## src/rtl/fic_pkg.sv

```systemverilog
package fic_pkg;
  localparam int NEV      = 8;
  localparam int EV_XFER  = 7;
  localparam int EV_ALL   = 6;
  localparam int EV_TXOVF = 5;
  localparam int EV_RXUDF = 4;
  localparam int EV_NACK  = 3;
  localparam int EV_ARB   = 2;
  localparam int EV_TXREQ = 1;
  localparam int EV_RXREQ = 0;

  typedef enum logic [2:0] {
    A_CTRL  = 3'd0,
    A_FSTAT = 3'd1,
    A_MASK  = 3'd2,
    A_ISTAT = 3'd3,
    A_TXD   = 3'd4,
    A_RXD   = 3'd5
  } reg_addr_e;
endpackage

```

## src/rtl/fic_flush.sv

```systemverilog
module fic_flush #(
  parameter int CYC = 2
) (
  input  logic clk_i,
  input  logic rst_ni,
  input  logic start_i,
  output logic busy_o,
  output logic clr_o
);
  localparam int CW = $clog2(CYC + 1);

  logic [CW-1:0] cnt_q;

  always_ff @(posedge clk_i or negedge rst_ni) begin
    if (!rst_ni)             cnt_q <= '0;
    else if (start_i)        cnt_q <= CW'(CYC);
    else if (cnt_q != '0)    cnt_q <= cnt_q - CW'(1);
  end

  assign busy_o = (cnt_q != '0);
  assign clr_o  = start_i | busy_o;


  flush_busy_chk: assert property (@(posedge clk_i) disable iff (!rst_ni)
    start_i |=> busy_o);
endmodule

```

## src/rtl/fic_fifo.sv

```systemverilog
module fic_fifo #(
  parameter int DW    = 32,
  parameter int DEPTH = 8
) (
  input  logic                         clk_i,
  input  logic                         rst_ni,
  input  logic                         clr_i,
  input  logic                         push_i,
  input  logic [DW-1:0]                wdata_i,
  input  logic                         pop_i,
  output logic [DW-1:0]                rdata_o,
  output logic [$clog2(DEPTH+1)-1:0]   count_o
);
  localparam int CW = $clog2(DEPTH + 1);
  localparam int AW = $clog2(DEPTH);

  logic [DW-1:0] mem_q [DEPTH];
  logic [AW-1:0] wptr_q, rptr_q;
  logic [CW-1:0] count_q;
  logic          full, empty, push_ok, pop_ok;

  function automatic logic [AW-1:0] nxt(input logic [AW-1:0] p);
    return (p == AW'(DEPTH - 1)) ? '0 : p + AW'(1);
  endfunction

  assign full    = (count_q == CW'(DEPTH));
  assign empty   = (count_q == '0);
  assign push_ok = push_i & ~full & ~clr_i;
  assign pop_ok  = pop_i & ~empty & ~clr_i;

  always_ff @(posedge clk_i) begin
    if (push_ok) mem_q[wptr_q] <= wdata_i;
  end

  always_ff @(posedge clk_i or negedge rst_ni) begin
    if (!rst_ni) begin
      wptr_q  <= '0;
      rptr_q  <= '0;
      count_q <= '0;
    end else if (clr_i) begin
      wptr_q  <= '0;
      rptr_q  <= '0;
      count_q <= '0;
    end else begin
      if (push_ok) wptr_q <= nxt(wptr_q);
      if (pop_ok)  rptr_q <= nxt(rptr_q);
      count_q <= count_q + CW'(push_ok) - CW'(pop_ok);
    end
  end

  assign rdata_o = empty ? '0 : mem_q[rptr_q];
  assign count_o = count_q;


  depth_bound_chk: assert property (@(posedge clk_i) disable iff (!rst_ni)
    count_q <= CW'(DEPTH));

  no_overflow_chk: assert property (@(posedge clk_i) disable iff (!rst_ni)
    (push_i && full && !pop_i && !clr_i) |=> (count_q == CW'(DEPTH)));

  flush_empty_chk: assert property (@(posedge clk_i) disable iff (!rst_ni)
    clr_i |=> (count_q == '0));
endmodule

```

## src/rtl/fic_irq.sv

```systemverilog
module fic_irq #(
  parameter int N = 8
) (
  input  logic         clk_i,
  input  logic         rst_ni,
  input  logic [N-1:0] set_i,
  input  logic [N-1:0] w1c_i,
  input  logic         mask_we_i,
  input  logic [N-1:0] mask_wdata_i,
  output logic [N-1:0] status_o,
  output logic [N-1:0] mask_o,
  output logic         irq_o
);
  logic [N-1:0] status_q, mask_q;
  logic         irq_q;

  always_ff @(posedge clk_i or negedge rst_ni) begin
    if (!rst_ni) begin
      status_q <= '0;
      mask_q   <= '0;
      irq_q    <= 1'b0;
    end else begin
      status_q <= (status_q & ~w1c_i) | set_i;
      if (mask_we_i) mask_q <= mask_wdata_i;
      irq_q <= |(status_q & mask_q);
    end
  end

  assign status_o = status_q;
  assign mask_o   = mask_q;
  assign irq_o    = irq_q;


  w1c_clear_chk: assert property (@(posedge clk_i) disable iff (!rst_ni)
    (|(w1c_i & ~set_i)) |=> ((status_q & $past(w1c_i & ~set_i)) == '0));

  irq_rise_chk: assert property (@(posedge clk_i) disable iff (!rst_ni)
    ((|(set_i & mask_q)) && !mask_we_i) |-> ##2 irq_o);
endmodule

```

## src/rtl/fifo_irq_ctrl.sv

```systemverilog
module fifo_irq_ctrl
  import fic_pkg::*;
#(
  parameter int DW        = 32,
  parameter int DEPTH     = 8,
  parameter int FLUSH_CYC = 2
) (
  input  logic          clk_i,
  input  logic          rst_ni,
  input  logic          reg_wr_i,
  input  logic          reg_rd_i,
  input  logic [2:0]    reg_addr_i,
  input  logic [DW-1:0] reg_wdata_i,
  output logic [DW-1:0] reg_rdata_o,
  output logic [DW-1:0] tx_data_o,
  output logic          tx_valid_o,
  input  logic          tx_pop_i,
  input  logic          rx_push_i,
  input  logic [DW-1:0] rx_data_i,
  input  logic          xfer_done_i,
  input  logic          all_done_i,
  input  logic          nack_i,
  input  logic          arb_lost_i,
  output logic          irq_o
);
  localparam int CW = $clog2(DEPTH + 1);
  localparam int TW = 3;

  logic [TW-1:0]  tx_trig_q, rx_trig_q;
  logic [1:0]     flush_start, flush_busy, flush_clr;
  logic [CW-1:0]  tx_cnt, rx_cnt, tx_free;
  logic [DW-1:0]  rx_head;
  logic           ctrl_wr, sw_tx_push, sw_rx_pop, tx_full, rx_empty;
  logic [NEV-1:0] ev_set, ev_w1c, istat, mask;

  assign ctrl_wr    = reg_wr_i && (reg_addr_i == A_CTRL);
  assign sw_tx_push = reg_wr_i && (reg_addr_i == A_TXD);
  assign sw_rx_pop  = reg_rd_i && (reg_addr_i == A_RXD);

  always_ff @(posedge clk_i or negedge rst_ni) begin
    if (!rst_ni) begin
      tx_trig_q <= '0;
      rx_trig_q <= '0;
    end else if (ctrl_wr) begin
      tx_trig_q <= reg_wdata_i[7:5];
      rx_trig_q <= reg_wdata_i[4:2];
    end
  end

  // index 0 = receive, 1 = transmit
  assign flush_start = {2{ctrl_wr}} & reg_wdata_i[1:0];

  for (genvar d = 0; d < 2; d++) begin : g_flush
    fic_flush #(.CYC(FLUSH_CYC)) i_flush (
      .clk_i   (clk_i),
      .rst_ni  (rst_ni),
      .start_i (flush_start[d]),
      .busy_o  (flush_busy[d]),
      .clr_o   (flush_clr[d])
    );
  end

  fic_fifo #(.DW(DW), .DEPTH(DEPTH)) i_tx_fifo (
    .clk_i   (clk_i),
    .rst_ni  (rst_ni),
    .clr_i   (flush_clr[1]),
    .push_i  (sw_tx_push),
    .wdata_i (reg_wdata_i),
    .pop_i   (tx_pop_i),
    .rdata_o (tx_data_o),
    .count_o (tx_cnt)
  );

  fic_fifo #(.DW(DW), .DEPTH(DEPTH)) i_rx_fifo (
    .clk_i   (clk_i),
    .rst_ni  (rst_ni),
    .clr_i   (flush_clr[0]),
    .push_i  (rx_push_i),
    .wdata_i (rx_data_i),
    .pop_i   (sw_rx_pop),
    .rdata_o (rx_head),
    .count_o (rx_cnt)
  );

  assign tx_free    = CW'(DEPTH) - tx_cnt;
  assign tx_full    = (tx_cnt == CW'(DEPTH));
  assign rx_empty   = (rx_cnt == '0);
  assign tx_valid_o = (tx_cnt != '0);

  always_comb begin
    ev_set           = '0;
    ev_set[EV_XFER]  = xfer_done_i;
    ev_set[EV_ALL]   = all_done_i;
    ev_set[EV_TXOVF] = sw_tx_push && tx_full && !flush_clr[1];
    ev_set[EV_RXUDF] = sw_rx_pop && rx_empty;
    ev_set[EV_NACK]  = nack_i;
    ev_set[EV_ARB]   = arb_lost_i;
    ev_set[EV_TXREQ] = tx_free > CW'(tx_trig_q);
    ev_set[EV_RXREQ] = rx_cnt > CW'(rx_trig_q);
  end

  assign ev_w1c = (reg_wr_i && (reg_addr_i == A_ISTAT)) ? reg_wdata_i[NEV-1:0] : '0;

  fic_irq #(.N(NEV)) i_irq (
    .clk_i        (clk_i),
    .rst_ni       (rst_ni),
    .set_i        (ev_set),
    .w1c_i        (ev_w1c),
    .mask_we_i    (reg_wr_i && (reg_addr_i == A_MASK)),
    .mask_wdata_i (reg_wdata_i[NEV-1:0]),
    .status_o     (istat),
    .mask_o       (mask),
    .irq_o        (irq_o)
  );

  always_comb begin
    reg_rdata_o = '0;
    case (reg_addr_i)
      A_CTRL:  reg_rdata_o[7:0] = {tx_trig_q, rx_trig_q, flush_busy[1], flush_busy[0]};
      A_FSTAT: reg_rdata_o[7:0] = {4'(tx_free), 4'(rx_cnt)};
      A_MASK:  reg_rdata_o[NEV-1:0] = mask;
      A_ISTAT: reg_rdata_o[NEV-1:0] = istat;
      A_RXD:   reg_rdata_o = rx_head;
      default: reg_rdata_o = '0;
    endcase
  end


  rx_udf_chk: assert property (@(posedge clk_i) disable iff (!rst_ni)
    (sw_rx_pop && rx_empty) |=> istat[EV_RXUDF]);

  nack_latch_chk: assert property (@(posedge clk_i) disable iff (!rst_ni)
    nack_i |=> istat[EV_NACK]);
endmodule

```

## config.mk

```make
export PLATFORM = sky130hd
export DESIGN_NAME = fifo_irq_ctrl
export DESIGN_NICKNAME = d
export VERILOG_FILES = /design/src/rtl/fic_pkg.sv /design/src/rtl/fic_flush.sv /design/src/rtl/fic_fifo.sv /design/src/rtl/fic_irq.sv /design/src/rtl/fifo_irq_ctrl.sv
export SDC_FILE = /design/constraint.sdc
export NUM_CORES = 1
export LEC_CHECK = 0
export BUFFER_PORTS_ARGS = -buffer_cell sky130_fd_sc_hd__clkbuf_2
export CAP_MARGIN = 15
export CORE_MARGIN = 2
export CORE_UTILIZATION = 30
export CTS_CLUSTER_DIAMETER = 50
export DETAILED_ROUTE_END_ITERATION = 10
export GPL_TIMING_DRIVEN = 0
export HOLD_SLACK_MARGIN = 0.15
export RECOVER_POWER = 100
export SETUP_SLACK_MARGIN = 0.2
export SYNTH_ARGS = -nofsm -noshare
export SYNTH_HDL_FRONTEND = slang
export SYNTH_SLANG_ARGS = --single-unit
```

## constraint.sdc

```tcl
create_clock -name clk_i -period 8.4 [get_ports clk_i]
set_input_delay 2.1 -clock clk_i [delete_from_list [all_inputs] [get_ports clk_i]]
set_output_delay 2.1 -clock clk_i [all_outputs]
set_load 0.02 [all_outputs]
```

==> results.py <==
metrics = {
    "logic_synthesis": {
        "synth_enable_flop_cells": 512,
        "async_flop_share_pct": 8.41,
        "yosys_warnings": 0,
        "synthesis.area_mm2": 0.0223,
        "ys_types": 47,
        "syn_nets": 1247,
        "post-synth-top-area-fraction_pct": 68.8,
        "ys_seq_elements": 559,
        "ys_seq_area_share_pct": 74.1,
        "synth.largest_area_cell": "sky130_fd_sc_hd__edfxtp_1",
        "cells_taking_the_most_area_after_synthesis": "sky130_fd_sc_hd__edfxtp_1 (69%), sky130_fd_sc_hd__mux4_2 (13%), sky130_fd_sc_hd__dfrtp_1 (5.3%)",
        "synthesis.area_per_instance_um2": 19.6,
        "synth-main-ff-cell": "sky130_fd_sc_hd__edfxtp_1",
        "postSynthCellCount": 1138,
    },
    "finish": {
        "finish.net_count": 1472,
        "n_fill_cell": 7050,
        "multi_input_comb_area_mm2": 0.00539,
        "layout_cells_sized_above_1_pct": 17.9,
        "final_util_pct": 35.1,
        "areaGrowthSynthToFinish_pct": 16.3,
        "regArea_mm2": 0.0166,
    },
    "global_routing": {
        "grt-busiest-layer": "met2",
        "grt_first_pass_wirelength_um": 76000,
        "globalRouteTotalUtil_pct": 13.2,
        "grtUsageMet2_pct": 21.4,
        "antenna_found_initial": 8,
        "grt_start_max_net_pins": 33,
        "gr-usage-met1_pct": 17.5,
        "gr-total-overflow": 0,
        "grtUsageMet3_pct": 3.76,
        "first_global_vias": 11764,
    },
    "clock_network": {
        "clockRootBuffer": "sky130_fd_sc_hd__clkbuf_16",
        "postCtsSetupRepairBufs": 0,
        "cts_tree": "done",
        "clkTransAtPathRegs_ns": 0.06,
        "htreeDepth": 2,
        "worst_skew_pair.late_latency_ns": 0.62,
        "hold_buffers": 0,
        "clkSinkCount": 559,
        "cts_resized": 0,
        "cts_buffers": 55,
        "clk_path_buf_depth": 3,
    },
    "die": {
        "io_pins": 143,
        "core.rowCount": 100,
        "die_x_um": 277,
        "chipHeight_um": 277,
        "design.die.area_mm2": 0.0767,
        "core_area_mm2": 0.0741,
        "initial_utilization_pct": 30.2,
    },
    "power_and_ir_drop": {
        "power-per-cell-area_mw_per_mm2": 230,
        "cellLeakagePower_nw": 7.99,
        "vdd_drop_max_mv": 0.187,
        "design_power_w": 0.00598,
    },
    "detailed_routing": {
        "final_antenna_net_count": 0,
        "wl_per_cell_um": 21.3,
        "vias_per_cell": 4.72,
        "remaining_drc_errors": 0,
        "detailedRoute.firstIterationViolations": 849,
        "num_vias": 11214,
        "routed_wl_um": 50600,
        "drtPass1Iterations": 5,
    },
    "placement": {
        "detailed_place_hpwl_um": 33600,
        "gp_congestion": 0.749,
        "port-buffer-count": 141,
    },
    "min_path": {
        "worst_hold_path.endpoint": "i_irq.status_o[0]",
        "hold_path_depth": 2,
        "min_path_type": "reg -> reg",
        "worstHoldStart": "i_irq.status_o[0]",
    },
    "worst_setup_path": {
        "endpoint_kind": "output port",
        "cp.required_ns": 6.30,
        "critical_path_peak_fanout": 10,
        "reg2reg_to": "i_tx_fifo.mem_q[3][10]",
        "arrival_time_of_data_at_the_critical_path_endpoint_ns": 4.42,
        "setup.worst_path.start_class": "input port",
        "worst-r2r-setup-slack_ns": 3.78,
        "r2r.worst_path.cells": 8,
        "worstReg2RegStart": "i_tx_fifo.count_o[0]",
        "classification_of_the_worst_setup_path": "in -> out",
    },
    "outcome": {
        "violations_in_the_final_reports": "max-capacitance violations, max-slew violations",
        "status": "finished, violations left",
    },
    "sta": {
        "final_min_period_over_clock_period_pct": 77.6,
        "min_period_ns": 6.52,
        "finalMaxSlewViolations": 288,
        "slew_headroom_pct": -31.2,
        "setup_total_negative_slack_ns": 0,
        "worst_clock_skew_ns": 0.0368,
        "clock.fmax_mhz": 153,
        "setup_repair_after_global_routing_missed_its_margin": "no",
        "worst_slew_pin_slew_ns": 1.96,
        "finalHoldViolCount": 0,
        "report.final.setup_viol": 0,
    },
    "job": {
        "drv.max_cap_violation_count": 15,
    },
}
-- final cells by class --
type | instances | area share, %
diodes | 2 | 0.0193
plain buffers | 55 | 0.915
clock buffers | 72 | 5.70
clock inverters | 27 | 1.30
inverters | 35 | 0.506
multi-input cells | 489 | 20.7
flip-flops and latches | 559 | 63.7
well taps | 969 | 4.67
repair buffers | 168 | 2.49
-- sequential cells by signal (all words and copies together), names as in the netlist --
register               count
i_irq.mask_o               8
g_flush.i_flush.cnt_q      4
i_tx_fifo.count_o          4
tx_trig_q                  3
i_tx_fifo.mem_q          256
i_rx_fifo.mem_q          256
i_irq.status_o             8
i_rx_fifo.wptr_q           3
i_rx_fifo.count_o          4
i_tx_fifo.rptr_q           3
i_rx_fifo.rptr_q           3
rx_trig_q                  3
i_irq.irq_o                1
i_tx_fifo.wptr_q           3
-- worst max-delay path, cell delays in order --
cell	delay, ns
sky130_fd_sc_hd__clkbuf_1	0.12
sky130_fd_sc_hd__clkbuf_1	0.41
sky130_fd_sc_hd__nor2b_1	0.29
sky130_fd_sc_hd__nand3_1	0.42
sky130_fd_sc_hd__clkbuf_1	0.48
sky130_fd_sc_hd__nor2_1	0.30
sky130_fd_sc_hd__clkbuf_1	0.28
-- Yosys cell counts, types with 2 or more instances --
cell type,number
sky130_fd_sc_hd__or3b_2,2
sky130_fd_sc_hd__nor2_1,84
sky130_fd_sc_hd__fa_1,2
sky130_fd_sc_hd__nand4_1,2
sky130_fd_sc_hd__mux2_2,9
sky130_fd_sc_hd__clkbuf_1,23
sky130_fd_sc_hd__o21a_1,2
sky130_fd_sc_hd__nand3_1,15
sky130_fd_sc_hd__nand2b_1,5
sky130_fd_sc_hd__nor3_1,4
sky130_fd_sc_hd__or3_4,2
sky130_fd_sc_hd__nand2_1,44
sky130_fd_sc_hd__a21oi_1,17
sky130_fd_sc_hd__buf_4,3
sky130_fd_sc_hd__buf_2,19
sky130_fd_sc_hd__a21o_1,7
sky130_fd_sc_hd__or3b_1,2
sky130_fd_sc_hd__ha_1,30
sky130_fd_sc_hd__mux2i_1,75
sky130_fd_sc_hd__o2111ai_1,5
sky130_fd_sc_hd__buf_1,9
sky130_fd_sc_hd__nor2b_1,5
sky130_fd_sc_hd__edfxtp_1,512
sky130_fd_sc_hd__dfrtp_1,47
sky130_fd_sc_hd__o21ai_0,16
sky130_fd_sc_hd__or3_1,6
sky130_fd_sc_hd__mux4_2,128
sky130_fd_sc_hd__inv_1,35
sky130_fd_sc_hd__a22oi_1,4
sky130_fd_sc_hd__xor2_1,4
sky130_fd_sc_hd__xnor2_1,4
-- per-layer routing --
metal / wire length (um) / share of wire, %
met1: 21300 / 42
met2: 24400 / 48
met3: 3850 / 7.6
met4: 935 / 1.8
met5: 90 / 0.18
-- where the power goes --
part | internal, W | switching [W] | total, W
clock | 0.00143 | 0.00105 | 0.00248
combinational | 0.000129 | 0.000222 | 0.000351
sequential | 0.00312 | 0.0000311 | 0.00315
-- through the flow --
step	cell area, um2	setup slack [ns]	hold slack, ns	instances
after detailed placement	24800	1.99	0.506	2275
after global routing	26000	1.65	0.556	2374
final	26000	1.88	0.528	2376
after CTS	26600	1.99	0.523	2374
after floorplan	22300	2.54	0.457	1138
after global placement	24300	0.0455	0.505	2248
-- cells in the final DEF (no fill, tap or decap), drive strengths merged, types with 23 or more instances in the layout --
cell / n
edfxtp: 512
nor2: 84
mux4: 128
nand2: 44
ha: 30
dfrtp: 47
clkbuf: 272
mux2i: 75
inv: 39
buf: 23
-- how the worst max path moves through the flow --
stage	startpoint	endpoint	cells past startpoint
finish	reg_addr_i[2]	reg_rdata_o[28]	7
global route	reg_addr_i[2]	reg_rdata_o[28]	7
CTS	reg_addr_i[0]	reg_rdata_o[30]	6
detailed placement	reg_addr_i[0]	reg_rdata_o[30]	6
global placement	reg_addr_i[1]	i_tx_fifo.mem_q[1][14]	6
floorplan	reg_addr_i[0]	i_tx_fifo.mem_q[1][0]	6
-- cells by family (layout without fill, tap and decap cells) --
| kind of cell | count (synthesis) | count (layout) | share of synthesized area, % |
|---|---|---|---|
| other | 0 | 2 | 0 |
| muxes | 212 | 212 | 16.7 |
| xor gates and xnor gates | 8 | 8 | 0.314 |
| AOI/OAI and AO/OA | 58 | 58 | 1.61 |
| and+or+nand+nor | 179 | 179 | 3.70 |
| DFF | 559 | 559 | 74.1 |
| adders and majority gates | 32 | 32 | 1.86 |
| buffers and inverters | 90 | 357 | 1.70 |
Note: power is estimated with default switching activity, not from simulation.
